File: src/rtl/hz_pkg.sv
package hz_pkg;

  typedef enum logic [1:0] {
    SRC_RF  = 2'b00,
    SRC_MWB = 2'b01,
    SRC_EXM = 2'b10
  } src_sel_e;

  // A producing stage is usable when it writes, its target is nonzero
  // and its target is the register the consumer reads.
  function automatic logic dest_hit(input logic wr, input logic zero_dest,
                                    input logic same_reg);
    return wr && !zero_dest && same_reg;
  endfunction

  // The newer result wins when both producers are usable.
  function automatic src_sel_e pick_src(input logic exm_hit, input logic mwb_hit);
    if (exm_hit)      return SRC_EXM;
    else if (mwb_hit) return SRC_MWB;
    else              return SRC_RF;
  endfunction

  // A load in execute blocks a decode instruction that reads its target.
  function automatic logic load_clash(input logic is_load, input logic rs_same,
                                      input logic rt_same);
    return is_load && (rs_same || rt_same);
  endfunction

endpackage

File: src/rtl/hz_operand_sel.sv
module hz_operand_sel
  import hz_pkg::*;
#(
  parameter int REG_W = 5
) (
  input  logic [REG_W-1:0] src,
  input  logic             exm_wr,
  input  logic [REG_W-1:0] exm_rd,
  input  logic             mwb_wr,
  input  logic [REG_W-1:0] mwb_rd,
  output src_sel_e         sel
);
  logic exm_hit;
  logic mwb_hit;

  assign exm_hit = dest_hit(exm_wr, exm_rd == '0, exm_rd == src);
  assign mwb_hit = dest_hit(mwb_wr, mwb_rd == '0, mwb_rd == src);
  assign sel     = pick_src(exm_hit, mwb_hit);
endmodule

File: src/rtl/hz_load_use.sv
module hz_load_use
  import hz_pkg::*;
#(
  parameter int REG_W = 5
) (
  input  logic             clk,
  input  logic             rst_n,
  input  logic             idex_memrd,
  input  logic [REG_W-1:0] idex_rt,
  input  logic [REG_W-1:0] ifid_rs,
  input  logic [REG_W-1:0] ifid_rt,
  output logic             stall
);
  logic clash;
  logic stall_q;

  assign clash = load_clash(idex_memrd, idex_rt == ifid_rs, idex_rt == ifid_rt);
  // Only one frozen cycle per load: a clash seen again right after a
  // stall is the same load and must let the pipe move.
  assign stall = clash && !stall_q;

  always_ff @(posedge clk or negedge rst_n) begin
    if (!rst_n) stall_q <= 1'b0;
    else        stall_q <= stall;
  end
endmodule

File: src/rtl/hz_redirect.sv
module hz_redirect (
  input  logic jump_id,
  input  logic brtaken_id,
  input  logic stall,
  output logic redir,
  output logic flush
);
  assign redir = jump_id || brtaken_id;
  assign flush = redir && !stall;
endmodule

File: src/rtl/pipe_hazard_ctrl.sv
module pipe_hazard_ctrl
  import hz_pkg::*;
#(
  parameter int REG_W = 5
) (
  input  logic             clk,
  input  logic             rst_n,
  input  logic [REG_W-1:0] ifid_rs,
  input  logic [REG_W-1:0] ifid_rt,
  input  logic [REG_W-1:0] idex_rs,
  input  logic [REG_W-1:0] idex_rt,
  input  logic             idex_memrd,
  input  logic             exm_wr,
  input  logic [REG_W-1:0] exm_rd,
  input  logic             mwb_wr,
  input  logic [REG_W-1:0] mwb_rd,
  input  logic             jump_id,
  input  logic             brtaken_id,
  output logic [1:0]       fwd_a,
  output logic [1:0]       fwd_b,
  output logic             pc_we,
  output logic             ifid_we,
  output logic             idex_bubble,
  output logic             ifid_flush
);
  localparam int NUM_OPS = 2;

  logic [REG_W-1:0] op_src [NUM_OPS];
  src_sel_e         op_sel [NUM_OPS];
  logic             stall_w;
  logic             redir_w;

  assign op_src[0] = idex_rs;
  assign op_src[1] = idex_rt;

  for (genvar g = 0; g < NUM_OPS; g++) begin : g_op
    hz_operand_sel #(.REG_W(REG_W)) u_sel (
      .src    (op_src[g]),
      .exm_wr (exm_wr),
      .exm_rd (exm_rd),
      .mwb_wr (mwb_wr),
      .mwb_rd (mwb_rd),
      .sel    (op_sel[g])
    );
  end

  hz_load_use #(.REG_W(REG_W)) u_lu (
    .clk        (clk),
    .rst_n      (rst_n),
    .idex_memrd (idex_memrd),
    .idex_rt    (idex_rt),
    .ifid_rs    (ifid_rs),
    .ifid_rt    (ifid_rt),
    .stall      (stall_w)
  );

  hz_redirect u_redir (
    .jump_id    (jump_id),
    .brtaken_id (brtaken_id),
    .stall      (stall_w),
    .redir      (redir_w),
    .flush      (ifid_flush)
  );

  assign fwd_a       = op_sel[0];
  assign fwd_b       = op_sel[1];
  assign pc_we       = !stall_w;
  assign ifid_we     = !stall_w;
  assign idex_bubble = stall_w;
endmodule

File: config.mk
export PLATFORM = sky130hd
export DESIGN_NAME = pipe_hazard_ctrl
export DESIGN_NICKNAME = d
export VERILOG_FILES = /design/src/rtl/hz_pkg.sv /design/src/rtl/hz_operand_sel.sv /design/src/rtl/hz_load_use.sv /design/src/rtl/hz_redirect.sv /design/src/rtl/pipe_hazard_ctrl.sv
export SDC_FILE = /design/constraint.sdc
export NUM_CORES = 1
export LEC_CHECK = 0
export BUFFER_PORTS_ARGS = -buffer_cell sky130_fd_sc_hd__buf_2
export CORE_MARGIN = 3
export CORE_UTILIZATION = 35
export CTS_CLUSTER_SIZE = 25
export DETAILED_ROUTE_END_ITERATION = 8
export PLACE_DENSITY = 0.78
export REMOVE_ABC_BUFFERS = 1
export SLEW_MARGIN = 20
export SYNTH_ARGS = -nofsm -noshare
export SYNTH_HDL_FRONTEND = slang
export SYNTH_SLANG_ARGS = --single-unit
export TNS_END_PERCENT = 20
File: constraint.sdc
create_clock -name clk -period 2.3 [get_ports clk]
set_input_delay 0.46 -clock clk [delete_from_list [all_inputs] [get_ports clk]]
set_output_delay 0.46 -clock clk [all_outputs]
set_load 0.01 [all_outputs]
Word-level counts from Yosys, hierarchy flattened. Cells that the tools add are included.

Equality and inequality tests: 6. Mux-type cells: 4. Reductions and logical operators: 17.

Operators with widths (count): $eq 5x5->1 (6); $logic_not 5->1 (2); $logic_and 1x1->1 (9); $logic_not 1->1 (4); $mux 2 (2); $logic_or 1x1->1 (2); $mux 1 (2).

Flip-flop bits (word level): 1. Input port bits: 37.

Depth between registers and ports, before layout. Gate-level depths: netlist (run 1).

Depth in word-level cells: 6. Gate-level depth with buffers: 5. Gate-level depth less buffers: 4.

By module. A second synthesis (run 1) with hierarchy kept.

Cells, all modules: 63. Area total of the unflattened synthesis: 490.5 µm².

By module, submodules not included: hz_operand_sel (instances 2, cells each 21, area each 158.9 µm², sequential area each 0.0 µm²); hz_load_use (instances 1, cells each 17, area each 145.1 µm², sequential area each 25.0 µm²); hz_redirect (instances 1, cells each 2, area each 16.3 µm², sequential area each 0.0 µm²); pipe_hazard_ctrl (instances 1, cells each 2, area each 11.3 µm², sequential area each 0.0 µm²).

Least setup slack after synthesis (run 1). No wires, ideal clock.

Path kind: input to output. From: input port exm_rd[2]. To: output port fwd_a[0]. Arrival: 1.573 ns. Data required time: 1.840 ns. Path slack: 0.267 ns. Stages on the path: 4. Path through: or4_4 -> o21ai_4 -> nor4_2 -> nor4_2.

Word-level cells in the longest chain between the ends: 5. Elaborated cells between the ends (all ways): 6. Those cells by class: eq/ne (1); mux (1); reduce/logical (4).

Ends and longest elaborated chain: start, declared (line pipe_hazard_ctrl.sv:14) `input logic [REG_W-1:0] exm_rd,`; $logic_not 5->1 (line hz_operand_sel.sv:16) `assign exm_hit = dest_hit(exm_wr, exm_rd == '0, exm_rd == src);`; $logic_not 1->1 (line hz_pkg.sv:13) `return wr && !zero_dest && same_reg;`; $logic_and 1x1->1 (line hz_pkg.sv:13); $logic_and 1x1->1 * (line hz_pkg.sv:13); named net g_op[0].u_sel.exm_hit (line hz_operand_sel.sv:13) `logic exm_hit;`; $mux 2 * (line hz_pkg.sv:18) `if (exm_hit) return SRC_EXM;`; end, declared (line pipe_hazard_ctrl.sv:19) `output logic [1:0] fwd_a,`.

The timed path passes the listed nets; every way through them passes the cells marked *.

Final worst setup path (run 1).
From: input port mwb_rd[4]. To: output port fwd_b[0].

Word-level cells in the longest chain between the ends: 6. Elaborated cells between the ends (all ways): 7. Those cells by class: eq/ne (1); mux (2); reduce/logical (4).

Ends and longest elaborated chain: start, declared (line pipe_hazard_ctrl.sv:16) `input logic [REG_W-1:0] mwb_rd,`; $logic_not 5->1 (line hz_operand_sel.sv:17) `assign mwb_hit = dest_hit(mwb_wr, mwb_rd == '0, mwb_rd == src);`; $logic_not 1->1 (line hz_pkg.sv:13); $logic_and 1x1->1 (line hz_pkg.sv:13); $logic_and 1x1->1 * (line hz_pkg.sv:13); $mux 1 * (line hz_pkg.sv:19) `else if (mwb_hit) return SRC_MWB;`; $mux 2 * (line hz_pkg.sv:18); end, declared (line pipe_hazard_ctrl.sv:20) `output logic [1:0] fwd_b,`.

Mark *: on every way between the ends. The rest lies on a longest branch, timed or not.

==> results by group, run 1 <==
Outcome
  • Outcome: complete, no violations

Setup path
  • Critical R2R Capture: u_lu.stall_q
  • CP arrival: between 1.5 and 2 ns
  • Req. time, crit path: 1.84 ns
  • RR Startpoint: u_lu.stall_q
  • Kind of critical path: in2out
  • R2r setup slk: approximately 1.3 ns
  • Crit. End Element: output pin
  • Crit. Startpoint: mwb_rd[4]
  • Worst R2R Path Depth: 3
  • Slowest stage delay, CP: 0.55 ns
  • Crit path to: fwd_b[0]
  • CP max FO: 3
  • Crit path top cell by count: buf_2
  • Critical path startpoint category: primary input
  • Slowest CP cell: or4_4
  • Crit-path cells: buf_2 > or4_1 > o21ai_1 > or4_4 > nor4_4 > buf_2

Placed design
  • DP Cell Count: 110
  • Pre-CTS WS: between 0.03 and 0.04 ns
  • Post-detail-place hpwl: 1.34 mm
  • Port Buffers: 44
  • Placed inst area: 684 sq um
  • GP Congestion: about 0.73

Power
  • Sequential share of power: approximately 13%
  • Clock Power Share: 0%
  • Net Sw Power: about 0.00006 W
  • Cell internal pwr: between 0.00008 and 0.00009 W
  • Power density cells: 200 nW/um^2
  • Net Sw Frac: a little over two fifths
  • Pleak: between 0.3 and 0.4 nW
  • Peak supply drop: approximately 86 uV
  • Combinational fraction of design power: about 87%

Floorplanning
  • Row cnt: 12
  • DIE HEIGHT: around 43 microns
  • # IOs: 45
  • Initial core utilization: between 30 and 40%
  • Die X: 42.6 microns
  • Die ar.: around 1800 sq um
  • Core region area: approximately 1200 sq um

Finish
  • Final core occ: a little under 60%
  • Largest registers: u_lu.stall_q (1)
  • Diode count: 0
  • Final net count: roughly 140
  • Final instance area: approximately 700 sq um
  • Synthesis-to-layout area growth: 48.5%
  • Commonest non-fill, non-tap cell in the layout: buf_2
  • Finished Layout Cells: 110
  • Commonest non-fill, non-tap cells in the layout: buf_2, xnor2_1, xor2_1, nor4_2
  • Most flops, register: u_lu.stall_q
  • Share of post-route cells with drive strength above 1: between 50% and 60%
  • Max reg flops: 1

Logic synthesis
  • Adder-Cell Fraction of Synth Area: 0%
  • Seq/Total Area, Yosys: under 10%
  • Main combinational cell family by area after synthesis: XOR/XNOR gates
  • Synth unique cells: 16
  • Compound-Gate Fraction of Synth Area: just under 6%
  • FF+latch count, synth: 1
  • Mux share of post-synthesis cell area: 0%
  • Synth Area in XOR/XNOR: a little under three fifths
  • Synth Area in Simple Gates: roughly 27%
  • Post-Syn Instances: 55
  • Area contributors post-synth: xnor2_1, xor2_1, nor4_2
  • Post-Syn Area: ~470 sq um
  • Synth area leader: xnor2_1
  • Synth top area share: between 20% and 30%
  • Synth warn: 0
  • Syn Area/Cell: 8.53 sq um

Min path
  • Hold Crit Class: in2async

Timing
  • Max frequency: roughly 450 MHz
  • Slew @ Worst Pin: about 0.38 ns
  • Slew headroom: about three quarters
  • Final min period: 2.21 ns
  • Number of hold violations in the final report: 0
  • Final WS setup: just over 0.09 ns
  • Setup TNS: 0 ns
  • Setup-failing EPs final: 0
  • Final period util: about 96%
  • Slew Limit Fails: 0
  • Unrepaired setup endpoints after global routing: false
  • Setup Skew: 0 ns

GRT
  • Largest net degree at the start of global routing: 5
  • Number of global-route vias before repair: slightly above 500
  • Global-route wire length before repair: roughly 2.2 mm
  • Gr usage total: between 10% and 20%
  • Antenna violations before repair: 0
  • Final global-route overflow total: 0

Drt
  • Final wirelength: around 1.5 mm
  • Initial drt markers: 2
  • DR vias: approximately 530
  • Drt via density: 4.78
  • Post-route ant nets: 0
  • Avg WL per Cell: ~13 microns
  • DRC errors left: 0
  • Initial DRT Pass Iterations: 2

Clock network
  • # hold bufs at CTS: 0
  • Setup Fix Bufs, Post-CTS: 0
  • Clk slew on worst S/H paths: 0 ns
  • Clock Latency Late Sink: 0 ns
  • Post-CTS resize count: 0

Flow run
  • Max-cap violation count: 0
cell type report:
class                   count  area [sq um]
well taps                  14          17.5
multi-input cells          50           430
repair buffers             44           220
inverters                   1          3.75
fillers                   115           489
flip-flops and latches      1          25.0
worst min-delay path by stage:
stage,endpoint,slack (ns),from,cells past startpoint
2_1_floorplan,u_lu.stall_q,0.16,rst_n,0
3_3_place_gp,u_lu.stall_q,0.23,rst_n,1
6_report,u_lu.stall_q,0.24,rst_n,1
3_5_place_dp,u_lu.stall_q,0.24,rst_n,1
5_1_grt,u_lu.stall_q,0.25,rst_n,1
4_1_cts,u_lu.stall_q,0.24,rst_n,1
synth_stat cells:
| cell type | instances |
|---|---|
| buf_4 | 3 |
| dfrtp_1 | 1 |
| inv_1 | 1 |
| nand2_1 | 2 |
| nand3_1 | 2 |
| nand4_1 | 2 |
| nor2_1 | 2 |
| nor2b_1 | 1 |
| nor4_2 | 4 |
| o21ai_1 | 1 |
| o21ai_4 | 1 |
| o22ai_1 | 1 |
| or4_1 | 3 |
| or4_4 | 1 |
| xnor2_1 | 16 |
| xor2_1 | 14 |
power by group through the flow:
stage,Clock (W),Sequential [W],Combinational [W]
after floorplan,0,0.0000186,0.0000579
after global placement,0,0.0000187,0.000114
after detailed placement,0,0.0000188,0.000118
after CTS,0,0.0000188,0.000118
after global routing,0,0.0000188,0.000132
final,0,0.0000187,0.000121
cell families (layout without fill, tap and decap cells):
family | Yosys count | count (layout)
xor+xnor | 30 | 30
simple gates | 17 | 17
buf+inv | 4 | 45
compound gates | 3 | 3
flops | 1 | 1
worst max-delay path: cells and delay by family:
kind                   cells  cell delay (ns)
AO/OA/AOI/OAI              1             0.07
buffers and inverters      2             0.29
AND/OR/NAND/NOR            3             0.93
routing by layer:
metal / share of wire (%) / global-route usage (%) / vias up
met2: 57 / 29.5 / 17
li1: - / - / 270
met1: 36 / 19.0 / 237
met5: 0 / 0 / -
met4: 2.0 / 2.48 / 0
met3: 5.3 / 0.858 / 2
per-stage QoR:
step	total power [W]	hold WS (ns)
floorplan	0.0000765	0.164
global placement	0.000133	0.234
detailed placement	0.000137	0.240
CTS	0.000137	0.240
global route	0.000151	0.246
finish	0.000140	0.238
Note: power is estimated with default switching activity, not from simulation.
==> run 2: changes to the inputs <==
--- a/config.mk
+++ b/config.mk
@@ -11,7 +11,6 @@
 export CTS_CLUSTER_SIZE = 25
 export DETAILED_ROUTE_END_ITERATION = 8
 export PLACE_DENSITY = 0.78
-export REMOVE_ABC_BUFFERS = 1
 export SLEW_MARGIN = 20
 export SYNTH_ARGS = -nofsm -noshare
 export SYNTH_HDL_FRONTEND = slang
==> run 2 against run 1 <==
Hold slack worse by 0.0021 ns. Clock skew is the same. Core utilization is 0.32 points higher. Sequential share of layout area about the same. Sequential power is essentially flat. Worst setup slack got worse by 0.038 ns. Flip-flop and latch count did not move. First-iteration DRC count grew 100%. Critical path type unchanged. Largest cell class unchanged. Largest power group unchanged. Highest routed layer unchanged.
==> results by group, run 2 (synthesized netlist as in run 1, its figures left out) <==
Timing
  • Unrepaired setup endpoints after global routing: true (was false)
  • Number of hold violations in the final report: 0 (unchanged)
  • Final min period: 2.25 ns (was 2.21 ns)
  • Setup-failing EPs final: 0 (unchanged)
  • Slew headroom: 71.2% (was 74.5%)
  • Slew Limit Fails: 0 (unchanged)
  • Max frequency: 445 MHz (was 453 MHz)
  • Setup Skew: 0 ns (unchanged)
  • Slew @ Worst Pin: 0.429 ns (was 0.380 ns)
  • Final period util: 97.7% (was 96.0%)
  • Setup TNS: 0 ns (unchanged)

Drt
  • Initial DRT Pass Iterations: 2 (unchanged)
  • Initial drt markers: 4 (was 2)
  • DRC errors left: 0 (unchanged)
  • Final wirelength: 1.52 mm (was 1.46 mm)
  • Drt via density: 4.88 (was 4.78)
  • Post-route ant nets: 0 (unchanged)
  • DR vias: 537 (was 526)
  • Avg WL per Cell: 13.8 microns (was 13.3 microns)

Finish
  • Commonest non-fill, non-tap cell in the layout: buf_2 (unchanged)
  • Register area: 25.0 sq um (unchanged)
  • Max reg flops: 1 (unchanged)
  • Filler cells: 109 (was 115)
  • Diode count: 0 (unchanged)
  • Synthesis-to-layout area growth: 49.3% (was 48.5%)
  • Share of post-route cells with drive strength above 1: 54.2% (was 53.1%)
  • Largest registers: u_lu.stall_q (1) (unchanged)
  • Final net count: 135 (unchanged)
  • Most flops, register: u_lu.stall_q (unchanged)
  • Finished Layout Cells: 110 (unchanged)
  • Commonest non-fill, non-tap cells in the layout: buf_2, xnor2_1, xor2_1, or4_4, nor4_2 (was buf_2, xnor2_1, xor2_1, nor4_2)
  • Multi-input logic area: 434 sq um (was 430 sq um)

Setup path
  • Req. time, crit path: 1.84 ns (about the same)
  • CP arrival: 1.79 ns (was 1.75 ns)
  • Crit-path cells: buf_2 > xor2_1 > or4_4 > nor4_4 > buf_2 (was buf_2 > or4_1 > o21ai_1 > or4_4 > nor4_4 > buf_2)
  • Crit. End Element: output pin (unchanged)
  • Crit path top cell by count: buf_2 (unchanged)
  • CP max FO: 4 (was 3)
  • Kind of critical path: in2out (unchanged)
  • Critical path startpoint category: primary input (unchanged)
  • Slowest CP cell: or4_4 (unchanged)
  • Crit path buf inv count: 2 (unchanged)
  • Cell family with most CP delay: simple AND/OR/NAND/NOR gates (unchanged)
  • Slowest stage delay, CP: 0.55 ns (about the same)

Outcome
  • Outcome: complete, no violations (unchanged)

Flow run
  • Max-cap violation count: 0 (unchanged)

Power
  • Peak supply drop: 87.2 uV (was 86.1 uV)
  • Power density cells: 203 nW/um^2 (was 200 nW/um^2)
  • Pleak: 0.314 nW (was 0.313 nW)

Clock network
  • Clock Latency Late Sink: 0 ns (about the same)
  • Clk slew on worst S/H paths: 0 ns (about the same)
  • # hold bufs at CTS: 0 (unchanged)
  • Setup Fix Bufs, Post-CTS: 0 (unchanged)

Floorplanning
  • Die X: 42.6 microns (unchanged)
  • DIE HEIGHT: 42.6 microns (unchanged)
  • Die ar.: 1820 sq um (unchanged)
  • Initial core utilization: 39.6% (unchanged)
  • Core region area: 1190 sq um (unchanged)
  • # IOs: 45 (unchanged)
  • Row cnt: 12 (unchanged)

GRT
  • Antenna violations before repair: 0 (unchanged)
  • Global-route wire length before repair: 2.52 mm (was 2.24 mm)
  • Gr usage total: 17.0% (was 15.5%)
  • Largest net degree at the start of global routing: 5 (unchanged)
  • Number of global-route vias before repair: 552 (was 516)
  • Final global-route overflow total: 0 (unchanged)

Placed design
  • Post-detail-place hpwl: 1.36 mm (was 1.34 mm)
  • Port Buffers: 44 (unchanged)
  • DP Cell Count: 110 (unchanged)
  • GP Congestion: 0.823 (was 0.731)

Min path
  • Hold Crit Class: in2async (unchanged)

Logic synthesis
  • Syn Nets: 92
-- run 2: changes by cell type in the layout (fill, tap and decap cells not counted) --
| cell | previous run | this run |
|---|---|---|
| or4_1 | 2 | 1 |
| or4_4 | 2 | 3 |
-- run 2: final cells by class --
| class | instances | area share [%] |
|---|---|---|
| inverters | 1 | 0.536 |
| multi-input cells | 50 | 62.0 |
| flip-flops and latches | 1 | 3.57 |
| well taps | 14 | 2.50 |
| repair buffers | 44 | 31.4 |
-- run 2: path summary, 6_finish.rpt --
kind,from,end,slack (ns),cells past startpoint
worst max-delay path,idex_rt[3],fwd_b[0],0.05,5
worst min-delay path,rst_n,u_lu.stall_q,0.24,1
worst max register to register,u_lu.stall_q,u_lu.stall_q,1.34,3
worst min register to register,u_lu.stall_q,u_lu.stall_q,0.60,3
max in group asynchronous,rst_n,u_lu.stall_q,1.98,1
min in group clk,u_lu.stall_q,u_lu.stall_q,0.60,3
-- run 2: stage by stage --
step                      setup slack (ns)  cell area [sq um]  power (W)  utilization (%)  hold WS [ns]
after global placement              0.0627                684   0.000133             57.7         0.234
after detailed placement           0.00728                684   0.000136             57.7         0.236
final                               0.0537                701   0.000142             59.1         0.236
after CTS                          0.00481                684   0.000137             57.7         0.236
after floorplan                      0.267                469  0.0000781                -         0.164
after global routing               -0.0132                701   0.000154             59.1         0.238
-- run 2: timing repair --
item	CTS	global route
endpoints found under the hold margin	0	0
gates resized for setup	0	3
setup endpoints to repair	0	2
-- run 2: report_power, final --
part / internal, W / switching (W) / total [W]
Combinational: 0.0000624 / 0.0000609 / 0.000123
Clock: 0 / 0 / 0
Sequential: 0.0000185 / 0.000000210 / 0.0000187
Total: 0.0000809 / 0.0000611 / 0.000142
-- run 2: worst register-to-register path, stage by stage (launching register included) --
cell and delay [ns]:
dfrtp_1 0.35, nor2b_1 0.14, nand2_1 0.07, o22ai_1 0.27
-- run 2: per-layer routing --
metal | up-vias | part of all wire (%) | GRT usage, %
met3 | 2 | 2.4 | 0.858
met5 | - | 0 | 0
met2 | 9 | 60 | 34.0
met4 | 0 | 0.92 | 1.86
met1 | 256 | 37 | 19.8
li1 | 270 | - | -
